$ cat src/rtl/lockmgr_pkg.sv
package lockmgr_pkg;
    // Per-block state encoding
    localparam logic [1:0] ST_OPEN   = 2'b00;
    localparam logic [1:0] ST_LOCKED = 2'b01;
    localparam logic [1:0] ST_DOWN   = 2'b11;

    // Command codes
    localparam logic [7:0] CODE_SETUP  = 8'h60;
    localparam logic [7:0] CODE_LOCK   = 8'h01;
    localparam logic [7:0] CODE_UNLOCK = 8'hD0;
    localparam logic [7:0] CODE_DOWN   = 8'h2F;

    // Status byte bit positions
    localparam int SB_SEQ_HI = 5;
    localparam int SB_SEQ_LO = 4;
    localparam int SB_LOCKED = 1;

    typedef enum logic [1:0] {
        ACT_LOCK   = 2'd0,
        ACT_UNLOCK = 2'd1,
        ACT_DOWN   = 2'd2,
        ACT_BAD    = 2'd3
    } lk_act_t;
endpackage

$ cat src/rtl/lockmgr_decode.sv
module lockmgr_decode
    import lockmgr_pkg::*;
(
    input  logic [7:0] code,
    output lk_act_t    act
);
    always_comb begin
        unique case (code)
            CODE_LOCK:   act = ACT_LOCK;
            CODE_UNLOCK: act = ACT_UNLOCK;
            CODE_DOWN:   act = ACT_DOWN;
            default:     act = ACT_BAD;
        endcase
    end
endmodule

$ cat src/rtl/lockmgr_cell.sv
module lockmgr_cell
    import lockmgr_pkg::*;
(
    input  logic [1:0] cur,
    input  logic       hit,
    input  lk_act_t    act,
    input  logic       hold,
    output logic [1:0] nxt
);
    always_comb begin
        nxt = cur;
        if (hit) begin
            unique case (act)
                ACT_LOCK:   nxt = (cur == ST_DOWN) ? ST_DOWN : ST_LOCKED;
                ACT_DOWN:   nxt = ST_DOWN;
                ACT_UNLOCK: nxt = (cur == ST_DOWN && hold) ? ST_DOWN : ST_OPEN;
                default:    nxt = cur;
            endcase
        end
    end
endmodule

$ cat src/rtl/lockmgr_top.sv
module lockmgr_top
    import lockmgr_pkg::*;
#(
    parameter int NBLK  = 16,
    parameter int BLK_W = (NBLK > 1) ? $clog2(NBLK) : 1
) (
    input  logic              clk,
    input  logic              rst_n,
    input  logic              cmd_valid,
    input  logic [7:0]        cmd_code,
    input  logic [BLK_W-1:0]  cmd_blk,
    input  logic              ld_hold,
    input  logic              acc_req,
    input  logic [BLK_W-1:0]  acc_blk,
    output logic              acc_allow,
    output logic [2*NBLK-1:0] blk_state,
    output logic [7:0]        status
);
    localparam int SW = 2 * NBLK;

    typedef struct packed {
        logic [NBLK-1:0][1:0] st;
        logic                 pend;
        logic                 seq_err;
        logic                 lk_err;
    } regs_t;

    regs_t q, d;
    lk_act_t act;
    logic [NBLK-1:0][1:0] cell_nxt;
    logic [1:0] acc_cur;
    logic second;

    assign second = cmd_valid && q.pend;

    lockmgr_decode u_dec (
        .code (cmd_code),
        .act  (act)
    );

    for (genvar i = 0; i < NBLK; i++) begin : g_cell
        lockmgr_cell u_cell (
            .cur  (q.st[i]),
            .hit  (second && (cmd_blk == BLK_W'(i))),
            .act  (act),
            .hold (ld_hold),
            .nxt  (cell_nxt[i])
        );
    end

    always_comb begin
        acc_cur = ST_LOCKED;
        for (int i = 0; i < NBLK; i++) begin
            if (acc_blk == BLK_W'(i)) acc_cur = q.st[i];
        end
    end

    always_comb begin
        d = q;
        d.st = cell_nxt;
        if (cmd_valid) begin
            if (q.pend) begin
                d.pend = 1'b0;
                if (act == ACT_BAD) d.seq_err = 1'b1;
            end else begin
                d.pend = (cmd_code == CODE_SETUP);
            end
        end
        if (acc_req && acc_cur != ST_OPEN) d.lk_err = 1'b1;
    end

    always_ff @(posedge clk) begin
        if (!rst_n) begin
            for (int i = 0; i < NBLK; i++) q.st[i] <= ST_LOCKED;
            q.pend    <= 1'b0;
            q.seq_err <= 1'b0;
            q.lk_err  <= 1'b0;
        end else begin
            q <= d;
        end
    end

    assign acc_allow = (acc_cur == ST_OPEN);
    assign blk_state = SW'(q.st);

    always_comb begin
        status = 8'h00;
        status[SB_SEQ_HI] = q.seq_err;
        status[SB_SEQ_LO] = q.seq_err;
        status[SB_LOCKED] = q.lk_err;
    end
endmodule

$ cat config.mk
export PLATFORM = sky130hd
export DESIGN_NAME = lockmgr_top
export DESIGN_NICKNAME = d
export VERILOG_FILES = /design/src/rtl/lockmgr_pkg.sv /design/src/rtl/lockmgr_decode.sv /design/src/rtl/lockmgr_cell.sv /design/src/rtl/lockmgr_top.sv
export SDC_FILE = /design/constraint.sdc
export NUM_CORES = 1
export LEC_CHECK = 0
export CORE_MARGIN = 10
export CORE_UTILIZATION = 51
export CTS_BUF_LIST = sky130_fd_sc_hd__clkbuf_4
export DETAILED_ROUTE_END_ITERATION = 12
export GPL_TIMING_DRIVEN = 0
export PLACE_DENSITY = 0.79
export SETUP_SLACK_MARGIN = 0.1
export SLEW_MARGIN = 10
export SYNTH_ARGS = -nofsm -noshare
export SYNTH_HDL_FRONTEND = slang
export SYNTH_HIERARCHICAL = 1
export SYNTH_SLANG_ARGS = --single-unit
$ cat constraint.sdc
create_clock -name clk -period 3.4 [get_ports clk]
set_clock_uncertainty 0.05 [all_clocks]
set_input_delay 0.85 -clock clk [delete_from_list [all_inputs] [get_ports clk]]
set_output_delay 0.85 -clock clk [all_outputs]
set_load 0.02 [all_outputs]
==> results.ini <==
[clocking]
root_buffer=clkbuf_4
cts_buffer_depth=2
cts_num_sinks=35
cts_tree=done
cts_inserted_buffers=5
holdBufCountCts=0
htree_num_levels=2
clock_latency_ps=340
clkTransAtPathRegs_ps=100

[worst_setup_path]
path_class=in -> out
arrival_ps=2320
critPathBufInv=3
cpLargestDelayFamily=simple AND/OR/NAND/NOR gates
path_cells=dlygate4sd2_1 -> buf_6 -> or4_4 -> o2111ai_2 -> nand4_1 -> a21oi_2 -> buf_6
crit_top_cell=buf_6
crit_path_start_kind=primary input
cp_slowest_stage_delay_ps=470
end_kind=primary output
cp.required_ps=2500
slowest_stage=or4_4
cp_max_fo=10

[sta]
rsz0062_at_grt=false
fin_crit_ps=3220
fin_tns_setup_ps=0
maxSlewHeadroom_pct=26.1
final_max_slew_viol_count=0
fmax_ghz=0.311
layout_worst_path_cycle_share_pct=94.6
finalSetupViolCount=0
hold_viol=0
setup_ws_ps=182
max_slew.worst_pin.slew_ps=1100

[route]
post_drt_wl_per_cell_um=14.7
finalWirelength_um=7060
drt-vias-per-instance=5.64
antenna_left=0
drc=0
dr.first_iter.drc_count=282
vias=2709
firstDrtPassIters=5

[logic_synthesis]
ys_top_cells_by_area=dfxtp_1 (28%), buf_4 (12%), a31oi_1 (7.9%)
synth_top_area_cell=dfxtp_1
ys_seq_area_share_pct=27.8
ys_ff_latch=35
synth_top_area_share_pct=27.8
synthAdderAreaFrac_pct=0
synth_ff_type=dfxtp_1
synth_top_family_by_area=simple AND/OR/NAND/NOR gates
synth_compound_area_share_pct=22.7
synthSimpleGateAreaFrac_pct=27.8
postSynthCellCount=345
synthXorXnorAreaFrac_pct=0
synth_cell_types=39
synth-edff-count=0
yosys_warnings=6
ys_async_sr_fraction_pct=0
syn_area_per_cell_sq_um=7.32
synthMuxAreaShare_pct=2.82
syn_area_sq_um=2520

[grt]
antenna_found_initial=0
track_usage_pct=17.3
grt_overflow=0
grt_pass1_vias=2609
grt_max_degree=33
grt_pass1_wl_um=12200

[floorplan]
coreArea_sq_um=4750
initial_utilization_pct=53.1
row_count=25
die_w_um=90.4
die_h_um=90.4
dieArea_sq_um=8160
pin_count=62

[layout]
areaGrowthSynthToFinish_pct=30.4
layout.nets=433
layout_commonest_cell=clkdlybuf4s50_1
n_antenna_cell=0
drive_above_1_share_pct=16.7
utilization_pct=69.2
final_area_sq_um=3290
mostFrequentLayoutCells=clkdlybuf4s50_1 (50), buf_4 (41), dfxtp_1 (35), inv_1 (33), a31oi_1 (32)

[pwr]
pwr_density_cell_nw_per_um2=229
ir_drop_mv=0.186
finalPower_mw=0.754
p_leak_nw=1.62

[placement]
port_buffers=54
place_area_sq_um=3180
hpwl_um=5220
routabilityCongestion=0.981
pre_cts_ws_ps=-641

[hold_path]
worstHoldPathType=reg -> reg

[job]
maxCapViolCount=0

[outcome]
status=finished clean

[final cells by class]
class	instances	area [sq um]
Fill cell	432	1460
Sequential cell	35	701
Timing Repair Buffer	56	553
Multi-Input combinational cell	230	1410
Clock buffer	6	45.0
Inverter	34	128
Buffer	50	367
Tap cell	67	83.8
Clock inverter	2	7.51
[through the flow]
stage	instances	hold slack, ps
final	480	472
after global routing	480	515
after CTS	480	477
after detailed placement	471	445
after global placement	470	426
after floorplan	349	415
[registers in the layout, summed over array words and instances, names as in the netlist]
name and cells:
blk_state 32, q 1, status 2
[path summary, 6_finish.rpt]
path / startpoint / to / slack, ps / cells after the start
worst min register to register: status[4] / status[4] / 470 / 1
worst min-delay path: status[4] / status[4] / 470 / 1
worst max register to register: q[2] / blk_state[0] / 1520 / 6
worst max-delay path: acc_blk[3] / acc_allow / 180 / 7
[metal layers]
metal  routed length [um]  track usage, %  up-vias
li1                     -               -     1304
met2                 3390            29.5      139
met3                  643            5.07       14
met4                  129            5.04        0
met1                 2900            20.4     1252
met5                    0               0        -
[power by group]
group	total, mW	internal (mW)	switching (mW)
logic	0.113	0.0494	0.0638
clock network	0.228	0.0847	0.144
registers	0.412	0.411	0.000652
[synth_stat cells, drive strengths merged, types with 2 or more instances]
| cell type | n |
|---|---|
| a211oi | 3 |
| a21oi | 5 |
| a22o | 16 |
| a31oi | 32 |
| and2 | 17 |
| buf | 46 |
| clkbuf | 4 |
| dfxtp | 35 |
| inv | 34 |
| mux2i | 6 |
| nand2 | 25 |
| nand2b | 18 |
| nand3 | 17 |
| nand4 | 5 |
| nor2 | 27 |
| nor3 | 7 |
| nor3b | 4 |
| nor4bb | 2 |
| o2111ai | 2 |
| o21ai | 23 |
| or4 | 2 |
[logic make-up after synthesis]
| logic type | after synthesis |
|---|---|
| and+or+nand+nor | 131 |
| DFF | 35 |
| other | 1 |
| AOI/OAI and AO/OA | 87 |
| buffers and inverters | 84 |
| muxes | 7 |
[timing repair]
action | in CTS | in global routing
buffers inserted | 1 | 0
endpoints found under the setup margin | 1 | 1
resized for setup | 16 | 10
pin swaps | 2 | 2
Power figures use the tool's default switching activity.
